--- config.mk ---
export PLATFORM = sky130hd
export DESIGN_NAME = mesh_inport
export DESIGN_NICKNAME = d
export VERILOG_FILES = /design/src/rtl/inport_pkg.sv /design/src/rtl/inport_fifo.sv /design/src/rtl/inport_xy_route.sv /design/src/rtl/inport_route_hold.sv /design/src/rtl/mesh_inport.sv
export SDC_FILE = /design/constraint.sdc
export NUM_CORES = 1
export LEC_CHECK = 0
export CAP_MARGIN = 15
export CORE_MARGIN = 1.5
export CORE_UTILIZATION = 35
export DETAILED_ROUTE_END_ITERATION = 6
export PLACE_DENSITY = 0.52
export SETUP_SLACK_MARGIN = 0.3
export SYNTH_ARGS = -nofsm -noshare
export SYNTH_HDL_FRONTEND = slang
export SYNTH_SLANG_ARGS = --single-unit
--- constraint.sdc ---
create_clock -name clk -period 4.6 [get_ports clk]
set_input_delay 0.92 -clock clk [delete_from_list [all_inputs] [get_ports clk]]
set_output_delay 0.92 -clock clk [all_outputs]
set_load 0.05 [all_outputs]
--- src/rtl/inport_pkg.sv ---
package inport_pkg;
    localparam int FLIT_W    = 20;
    localparam int COORD_W   = 3;
    localparam int TAIL_BIT  = 19;
    localparam int DX_LSB    = 16;
    localparam int DY_LSB    = 13;
    localparam int NUM_PORTS = 5;

    typedef enum logic [2:0] {
        PORT_LOCAL = 3'd0,
        PORT_NORTH = 3'd1,
        PORT_SOUTH = 3'd2,
        PORT_EAST  = 3'd3,
        PORT_WEST  = 3'd4
    } port_e;
endpackage

--- src/rtl/inport_fifo.sv ---
module inport_fifo #(
    parameter int WIDTH = 20,
    parameter int DEPTH = 8,
    localparam int PTR_W = (DEPTH > 1) ? $clog2(DEPTH) : 1,
    localparam int CNT_W = $clog2(DEPTH + 1)
) (
    input  logic             clk,
    input  logic             rst_n,
    input  logic [WIDTH-1:0] wr_data,
    input  logic             wr_en,
    input  logic             rd_en,
    output logic [WIDTH-1:0] rd_data,
    output logic             not_empty,
    output logic             almost_full,
    output logic             err_flag,
    output logic [CNT_W-1:0] occupancy
);
    typedef struct packed {
        logic [PTR_W-1:0] wr_ptr;
        logic [PTR_W-1:0] rd_ptr;
        logic [CNT_W-1:0] count;
        logic             err;
    } fifo_state_t;

    fifo_state_t      st_d, st_q;
    logic [WIDTH-1:0] mem_d [DEPTH];
    logic [WIDTH-1:0] mem_q [DEPTH];
    logic             full, empty, do_wr, do_rd;

    always_comb begin
        full  = (st_q.count == CNT_W'(DEPTH));
        empty = (st_q.count == '0);
        do_wr = wr_en && !full;
        do_rd = rd_en && !empty;

        st_d  = st_q;
        mem_d = mem_q;

        if (do_wr) begin
            mem_d[st_q.wr_ptr] = wr_data;
            if (st_q.wr_ptr == PTR_W'(DEPTH - 1)) st_d.wr_ptr = '0;
            else                                  st_d.wr_ptr = st_q.wr_ptr + 1'b1;
        end
        if (do_rd) begin
            if (st_q.rd_ptr == PTR_W'(DEPTH - 1)) st_d.rd_ptr = '0;
            else                                  st_d.rd_ptr = st_q.rd_ptr + 1'b1;
        end
        case ({do_wr, do_rd})
            2'b10:   st_d.count = st_q.count + 1'b1;
            2'b01:   st_d.count = st_q.count - 1'b1;
            default: st_d.count = st_q.count;
        endcase
        if (wr_en && full) st_d.err = 1'b1;
    end

    always_ff @(posedge clk) begin
        if (!rst_n) st_q <= '0;
        else        st_q <= st_d;
    end

    always_ff @(posedge clk) begin
        mem_q <= mem_d;
    end

    assign rd_data     = mem_q[st_q.rd_ptr];
    assign not_empty   = !empty;
    assign almost_full = (st_q.count >= CNT_W'(DEPTH - 1));
    assign err_flag    = st_q.err;
    assign occupancy   = st_q.count;
endmodule

--- src/rtl/inport_xy_route.sv ---
module inport_xy_route
    import inport_pkg::*;
#(
    parameter int MY_X = 2,
    parameter int MY_Y = 2
) (
    input  logic [COORD_W-1:0]   dest_x,
    input  logic [COORD_W-1:0]   dest_y,
    output logic [NUM_PORTS-1:0] route_oh
);
    port_e sel;

    always_comb begin
        if (dest_x > COORD_W'(MY_X))      sel = PORT_EAST;
        else if (dest_x < COORD_W'(MY_X)) sel = PORT_WEST;
        else if (dest_y > COORD_W'(MY_Y)) sel = PORT_SOUTH;
        else if (dest_y < COORD_W'(MY_Y)) sel = PORT_NORTH;
        else                              sel = PORT_LOCAL;
    end

    for (genvar g = 0; g < NUM_PORTS; g++) begin : g_dec
        assign route_oh[g] = (sel == port_e'(g));
    end
endmodule

--- src/rtl/inport_route_hold.sv ---
module inport_route_hold
    import inport_pkg::*;
(
    input  logic                 clk,
    input  logic                 rst_n,
    input  logic                 head_valid,
    input  logic                 head_tail,
    input  logic                 pop_ok,
    input  logic [NUM_PORTS-1:0] route_new,
    output logic [NUM_PORTS-1:0] req
);
    typedef struct packed {
        logic                 in_pkt;
        logic [NUM_PORTS-1:0] route;
    } hold_state_t;

    hold_state_t st_d, st_q;
    logic [NUM_PORTS-1:0] route_now;

    always_comb begin
        route_now = st_q.in_pkt ? st_q.route : route_new;
        st_d      = st_q;
        if (pop_ok) begin
            if (head_tail) begin
                st_d.in_pkt = 1'b0;
            end else begin
                st_d.in_pkt = 1'b1;
                st_d.route  = route_now;
            end
        end
    end

    always_ff @(posedge clk) begin
        if (!rst_n) st_q <= '0;
        else        st_q <= st_d;
    end

    assign req = head_valid ? route_now : '0;
endmodule

--- src/rtl/mesh_inport.sv ---
module mesh_inport
    import inport_pkg::*;
#(
    parameter int DEPTH = 8,
    parameter int MY_X  = 2,
    parameter int MY_Y  = 2,
    localparam int CNT_W = $clog2(DEPTH + 1)
) (
    input  logic                 clk,
    input  logic                 rst_n,
    input  logic [FLIT_W-1:0]    flit_in,
    input  logic                 flit_valid,
    input  logic                 pop,
    output logic [FLIT_W-1:0]    head_flit,
    output logic                 head_valid,
    output logic [NUM_PORTS-1:0] req,
    output logic                 nearly_full,
    output logic                 overflow_err
);
    logic [CNT_W-1:0]     occ;
    logic [NUM_PORTS-1:0] route_new;

    inport_fifo #(.WIDTH(FLIT_W), .DEPTH(DEPTH)) u_fifo (
        .clk        (clk),
        .rst_n      (rst_n),
        .wr_data    (flit_in),
        .wr_en      (flit_valid),
        .rd_en      (pop),
        .rd_data    (head_flit),
        .not_empty  (head_valid),
        .almost_full(nearly_full),
        .err_flag   (overflow_err),
        .occupancy  (occ)
    );

    inport_xy_route #(.MY_X(MY_X), .MY_Y(MY_Y)) u_route (
        .dest_x  (head_flit[DX_LSB +: COORD_W]),
        .dest_y  (head_flit[DY_LSB +: COORD_W]),
        .route_oh(route_new)
    );

    inport_route_hold u_hold (
        .clk       (clk),
        .rst_n     (rst_n),
        .head_valid(head_valid),
        .head_tail (head_flit[TAIL_BIT]),
        .pop_ok    (pop && head_valid),
        .route_new (route_new),
        .req       (req)
    );
endmodule

==> metrics.md, run 1 <==
| Metric | Value |
|---|---|
| Tcrit/Tclk final | 87.2% |
| CTS hold repair buffers | 0 |
| Top cells by area, synth | edfxtp_1, mux4_2, dfxtp_1, mux2_2, ha_1 |
| Longest Clk Path Bufs | 2 |
| Sequential fraction of the synthesis area | 73.4% |
| Critical path endpoint category | primary output |
| CTS tree | done |
| Die Wd | 145 um |
| Mean post-synth cell area | 19.4 um^2 |
| Final std cells w/o fill | 704 |
| Mapped Cells | 361 |
| Largest net degree at the start of global routing | 31 |
| P_leak | 0.00272 uW |
| Clock group share of total power | 30.5% |
| Slew @ Worst Pin | 0.849 ns |
| Sw frac | 30.8% |
| Largest fanout on the critical path | 30 |
| DRC Markers | 0 |
| Filler Cell Count | 1742 |
| RePlAce Congestion | 0.689 |
| Worst EP required | 3.68 ns |
| Detailed Routing Iterations Pass 1 | 4 |
| Psw | 1450 uW |
| Setup Slack @ Placement | 0.719 ns |
| CP delay by family, top | multiplexers |
| Slew HR | 43.2% |
| Final TNS setup | 0 ns |
| Violation count after the first detailed-route iteration | 172 |
| IO Count | 52 |
| Cts bufs inserted | 17 |
| Die Y | 145 um |
| Max-slew violation count | 0 |
| WP buf/inv | 2 |
| Routed length per instance | 19.4 um |
| Unique masters post-synth | 40 |
| Area Overhead vs Synth | 21.4% |
| Fmax | 0.249 GHz |
| Postcts setup bufs | 0 |
| Internal Power | 3270 uW |
| Final WL | 13700 um |
| Async SR Flop Fraction | 0% |
| Slowest stage delay, CP | 0.59 ns |
| Logic pwr share | 28.7% |
| Worst setup SP type | flop |
| Ratio of cells with drive above 1 in the final layout | 25.1% |
| I/O Buffers | 51 |
| Max-Cap Viols | 0 |
| Mapped Nets | 393 |
| Worst endpoint data arrival time | 3.09 ns |
| Vias in the first global route | 3671 |
| Initial antenna violation count | 0 |
| Worst path cell trace | buf_12 -> mux4_2 -> mux2_2 -> nor2_1 -> a22oi_1 -> nor2_1 -> dlygate4sd2_1 |
| Yosys top cell area share | 68.5% |
| Post-synth EDFFs | 160 |
| Most used DFF post-synth | edfxtp_1 |
| H-tree levels | 4 |
| Hold WC Path Type | reg -> reg |
| Reg power frac | 40.8% |
| Synth Cell Area | 0.00701 mm^2 |
| Clock-pin slew on the worst setup and hold paths | 0.07 ns |
| CP Class | reg -> out |
| GRT overflow | 0 |
| Largest area contributor in the netlist | edfxtp_1 |
| Via/cell ratio | 4.84 |
| Antenna diodes | 0 |
| Final setup viols | 0 |
| Clock Sinks | 177 |
| Root cell of the clock tree | clkbuf_16 |
| Minimum clock period after layout | 4.01 ns |
| Clock Skew | 0.00920 ns |
| P per Cell Area | 554 mW/mm^2 |
| Die ar. | 0.0209 mm^2 |
| ANT nets after route | 0 |
| GR Util All Layers | 14.4% |
| Syn. warnings | 0 |
| Crit path top cell by count | nor2_1 |
| RSZ-0062 raised after global routing | false |
| VDD IR max | 0.000243 V |
| Worst skew pair latency | 0.42 ns |
| Core region area | 0.0195 mm^2 |
| Synthesized flop and latch total | 177 |
| Setup ws final | 0.587 ns |
| Final HPWL DP | 7880 um |
| Fin nets | 459 |
| Num rows | 51 |
| Via count | 3406 |
| Status | complete, no violations |
| Slowest cell on crit path | dfxtp_2 |
| Placed cells | 673 |
| First-pass GRT wire length | 21000 um |
| Initial Utilization | 35.9% |
| Hold Fails Final Rpt | 0 |
## synth_stat cells, types with 2 or more instances
master	number
a211oi_1	2
a21o_1	2
a21oi_1	15
a22oi_1	3
buf_1	2
buf_2	5
buf_6	2
clkbuf_1	5
dfxtp_1	17
edfxtp_1	160
ha_1	7
inv_1	7
mux2_2	17
mux2i_1	7
mux4_2	37
nand2_1	17
nand2b_1	3
nand3_1	3
nor2_1	18
nor2b_1	3
nor3_1	7
o22ai_1	2
or3_1	2
xor2_1	2
## logic make-up (layout without fill, tap and decap cells)
family | Yosys count | after routing | share of synthesized area (%)
multiplexers | 63 | 63 | 16.2
adder cells (fa/ha/maj) | 8 | 8 | 1.54
buffers and inverters | 22 | 100 | 1.54
XOR/XNOR | 3 | 3 | 0.375
flip-flops | 177 | 177 | 73.4
AO/OA/AOI/OAI | 28 | 28 | 2.68
AND/OR/NAND/NOR | 60 | 60 | 4.27
## layout make-up
type | count | area (um^2) | share of cell area [%]
clock buffer | 19 | 433 | 5.09
clock inverter | 12 | 160 | 1.88
inverter | 7 | 26.3 | 0.309
multi-input combinational | 162 | 1810 | 21.2
sequential | 177 | 5150 | 60.5
tap | 265 | 332 | 3.90
timing repair buffer | 62 | 604 | 7.10
## sequential cells by signal, indices dropped and copies added, names as in the netlist
| register | flops |
|---|---|
| u_fifo.occupancy | 4 |
| u_fifo.mem_q | 160 |
| u_fifo.err_flag | 1 |
| u_hold.st_q | 6 |
| u_fifo.st_q | 6 |
## cell usage in the layout, fill, tap and decap left out, types with 2 or more instances in the layout
cell             netlist  layout
mux2i_1                7       7
nand2b_1               3       3
nor2_1                18      15
or3_1                  2       2
mux4_2                37      37
a22oi_1                3       3
nor4_2                 1       2
edfxtp_1             160     160
clkbuf_1               5       2
clkdlybuf4s50_1        0      46
clkinv_4               0       3
dfxtp_1               17      15
nor2b_1                3       3
o22ai_1                2       2
xor2_1                 2       2
clkbuf_16              0      17
nor2_4                 0       3
bufinv_16              0       3
nor3_1                 7       3
a211oi_1               2       2
a21o_1                 2       2
dfxtp_2                0       2
a21oi_1               15      15
buf_4                  1      12
inv_1                  7       7
mux2_2                17      17
nor3_2                 0       4
dlymetal6s2s_1         0       2
nand2_1               17      17
inv_6                  0       2
nand3_1                3       3
clkinvlp_4             0       3
ha_1                   7       7
## per-layer routing
layer  up-vias  part of all wire (%)  track usage [%]
li1       1581                     -                -
met1      1752                    46             18.2
met2        62                    49             23.6
met3        11                   4.0             4.34
met4         0                   1.3             4.78
met5         -                     0                0
## timing repair
action                     4_1_cts  5_1_grt
setup endpoints to repair        1        2
gates resized for setup          1        2
pin swaps                        0        0
## worst reg2reg max path, delay by kind of cell (launching register included)
family | cells | cell delay, ns
xor gates and xnor gates | 1 | 0.10
buffers and inverters | 2 | 0.28
adders and majority gates | 2 | 0.54
DFF | 1 | 0.37
and+or+nand+nor | 3 | 1.20
AOI/OAI and AO/OA | 3 | 0.48
## path summary, 6_finish.rpt
check	endpoint	depth (start not counted)	from	slack (ns)
setup / recovery	req[1]	7	u_fifo.st_q[5]	0.59
hold / removal	u_fifo.err_flag	2	u_fifo.err_flag	0.47
setup reg to reg	u_fifo.occupancy[3]	11	u_fifo.occupancy[0]	1.57
hold reg to reg	u_fifo.err_flag	2	u_fifo.err_flag	0.47
## power by group through the flow
stage / sequential, uW / combinational (uW) / clock (uW)
2_1_floorplan: 1910 / 1030 / 0
3_3_place_gp: 1960 / 1360 / 0
3_5_place_dp: 1960 / 1370 / 0
4_1_cts: 1930 / 1380 / 1480
6_report: 1920 / 1350 / 1440
5_1_grt: 1940 / 1450 / 1550
## metrics by stage
| stage | hold slack (ns) | power (uW) | utilization [%] | area (um^2) |
|---|---|---|---|---|
| 3_3_place_gp | 0.454 | 3320 | 40.5 | 7910 |
| 5_1_grt | 0.521 | 4930 | 43.6 | 8510 |
| 4_1_cts | 0.479 | 4780 | 43.5 | 8500 |
| 2_1_floorplan | 0.446 | 2940 | - | 7010 |
| 3_5_place_dp | 0.463 | 3330 | 40.5 | 7910 |
| 6_report | 0.469 | 4720 | 43.6 | 8510 |
No activity file was read; power rests on OpenSTA's default activity.
==> run 2, diff against run 1 <==
Settings changed: CORE_UTILIZATION 35 to 42, PLACE_DENSITY 0.52 to 0.6.
==> metrics.md, run 2 (synthesis gave the netlist of run 1 again) <==
| Metric | Value |
|---|---|
| Antenna diodes | 0 |
| Ratio of cells with drive above 1 in the final layout | 24.7% |
| Via count | 3413 |
| Most frequent cells in the layout | edfxtp_1, clkdlybuf4s50_1, mux4_2 |
| Largest fanout on the critical path | 17 |
| IO Count | 52 |
| Psw | 1440 uW |
| CP Class | reg -> out |
| Worst reg2reg startpoint | u_fifo.occupancy[3] |
| Worst EP required | 3.68 ns |
| Tcrit/Tclk final | 88.3% |
| FF+latch area | 0.00515 mm^2 |
| Reg power frac | 41.9% |
| Die Y | 132 um |
| Die ar. | 0.0175 mm^2 |
| Final TNS setup | 0 ns |
| Commonest non-fill, non-tap cell in the layout | edfxtp_1 |
| Fin nets | 461 |
| ANT nets after route | 0 |
| Postcts setup bufs | 0 |
| Die Wd | 132 um |
| Minimum clock period after layout | 4.06 ns |
| Clock Skew | 0.00788 ns |
| WP buf/inv | 2 |
| Hold Fails Final Rpt | 0 |
| P per Cell Area | 546 mW/mm^2 |
| Routed length per instance | 20.0 um |
| Worst path cell trace | buf_4 -> mux2i_1 -> a22oi_1 -> a2111oi_4 -> nand4bb_1 -> a21oi_1 -> dlygate4sd2_1 |
| Filler Cell Count | 1332 |
| Reg2reg end | u_fifo.occupancy[3] |
| Max-Cap Viols | 0 |
| Routed wl met3 | 391 um |
| P_leak | 0.00272 uW |
| FF-to-FF setup slack | 1.64 ns |
| Most flops, register | u_fifo.mem_q |
| Slew HR | 49.0% |
| Clock group share of total power | 28.8% |
| Worst Hold Path Cells | 2 |
| Final WL | 13200 um |
| Area Overhead vs Synth | 19.8% |
| Worst endpoint data arrival time | 3.14 ns |
| RSZ-0062 raised after global routing | false |
| Critical path endpoint category | primary output |
| Core region area | 0.0165 mm^2 |
| Logic pwr share | 29.3% |
| Met2 Routed Length | 6760 um |
| Slowest cell on crit path | dlygate4sd2_1 |
| Num rows | 47 |
| RePlAce Congestion | 0.767 |
| Fmax | 0.246 GHz |
| Hold path start | u_hold.st_q[1] |
| Top layer in use | met4 |
| Violation count after the first detailed-route iteration | 203 |
| Hold EP | u_hold.st_q[1] |
| Detailed Routing Iterations Pass 1 | 4 |
| Worst setup SP type | flop |
| Largest net degree at the start of global routing | 21 |
| Post-DP Area | 0.00785 mm^2 |
| Cts bufs inserted | 17 |
| First-pass GRT wire length | 21000 um |
| Final HPWL DP | 7480 um |
| Slowest stage delay, CP | 0.54 ns |
| Longest Clk Path Bufs | 2 |
| Clock-pin slew on the worst setup and hold paths | 0.06 ns |
| Design area | 0.00839 mm^2 |
| Via/cell ratio | 5.16 |
| Internal Power | 3140 uW |
| Max reg flops | 160 |
| Wl on met1 | 5980 um |
| Biggest regs | u_fifo.mem_q x160, u_fifo.st_q x6, u_hold.st_q x6 |
| CP delay by family, top | buffers and inverters |
| Root cell of the clock tree | clkbuf_16 |
| Hold WC Path Type | reg -> reg |
| Vias in the first global route | 3683 |
| Initial Utilization | 42.6% |
| VDD IR max | 0.000379 V |
| Status | complete, no violations |
| GR Util All Layers | 16.3% |
| CTS hold repair buffers | 0 |
| Clock Sinks | 177 |
| Sw frac | 31.4% |
| Slew @ Worst Pin | 0.763 ns |
| DRC Markers | 0 |
| Max-slew violation count | 0 |
| H-tree levels | 4 |
| Multi-input gate area | 0.00180 mm^2 |
| I/O Buffers | 51 |
| R2R depth | 11 |
| CTS tree | done |
| Worst skew pair latency | 0.42 ns |
| GRT overflow | 0 |
| Initial antenna violation count | 0 |
| Final setup viols | 0 |
-- run 2: repair_timing --
action,4_1_cts,5_1_grt
resized for setup,3,2
setup endpoints to repair,3,2
pin swaps,0,0
-- run 2: worst max path at each step --
stage / cells past startpoint / slack [ns] / startpoint / to
detailed placement: 7 / 0.66 / u_fifo.st_q[5] / req[0]
floorplan: 7 / 0.81 / u_fifo.st_q[6] / req[3]
global route: 7 / 0.32 / u_fifo.st_q[5] / req[0]
finish: 7 / 0.54 / u_fifo.st_q[5] / req[0]
CTS: 7 / 0.41 / u_fifo.st_q[5] / req[3]
global placement: 6 / 0.73 / u_fifo.st_q[5] / req[0]
-- run 2: cell type report --
| class | instances | area share, % |
|---|---|---|
| sequential | 177 | 61.3 |
| tap | 220 | 3.28 |
| multi-input combinational | 162 | 21.4 |
| timing repair buffer | 64 | 7.26 |
| clock inverter | 13 | 1.33 |
| inverter | 7 | 0.313 |
| clock buffer | 18 | 5.11 |
-- run 2: per-stage QoR --
| stage | hold slack [ns] | std cells | total power [uW] | worst slack [ns] | util, % |
|---|---|---|---|---|---|
| 2_1_floorplan | 0.446 | 361 | 2940 | 0.813 | - |
| 3_3_place_gp | 0.453 | 630 | 3290 | 0.732 | 47.7 |
| 3_5_place_dp | 0.461 | 630 | 3310 | 0.656 | 47.7 |
| 4_1_cts | 0.473 | 661 | 4640 | 0.410 | 50.9 |
| 5_1_grt | 0.485 | 661 | 4780 | 0.321 | 51.0 |
| 6_report | 0.469 | 661 | 4580 | 0.538 | 51.0 |
-- run 2: tightest hold or removal path, delay by kind of cell (launching register included) --
kind | cells | cell delay [ns]
DFF | 1 | 0.31
and+or+nand+nor | 1 | 0.06
AOI/OAI and AO/OA | 1 | 0.05
-- run 2: metal layers --
| layer | GRT usage, % | vias to the layer above |
|---|---|---|
| li1 | - | 1589 |
| met1 | 21.3 | 1755 |
| met2 | 27.4 | 64 |
| met3 | 4.23 | 5 |
| met4 | 4.40 | 0 |
| met5 | 0 | - |
-- run 2: power groups by stage --
stage                     clock network [uW]  logic, uW  registers (uW)
final                                   1320       1340            1920
after global routing                    1410       1440            1930
after CTS                               1350       1370            1920
after detailed placement                   0       1360            1950
after global placement                     0       1350            1950
after floorplan                            0       1030            1910
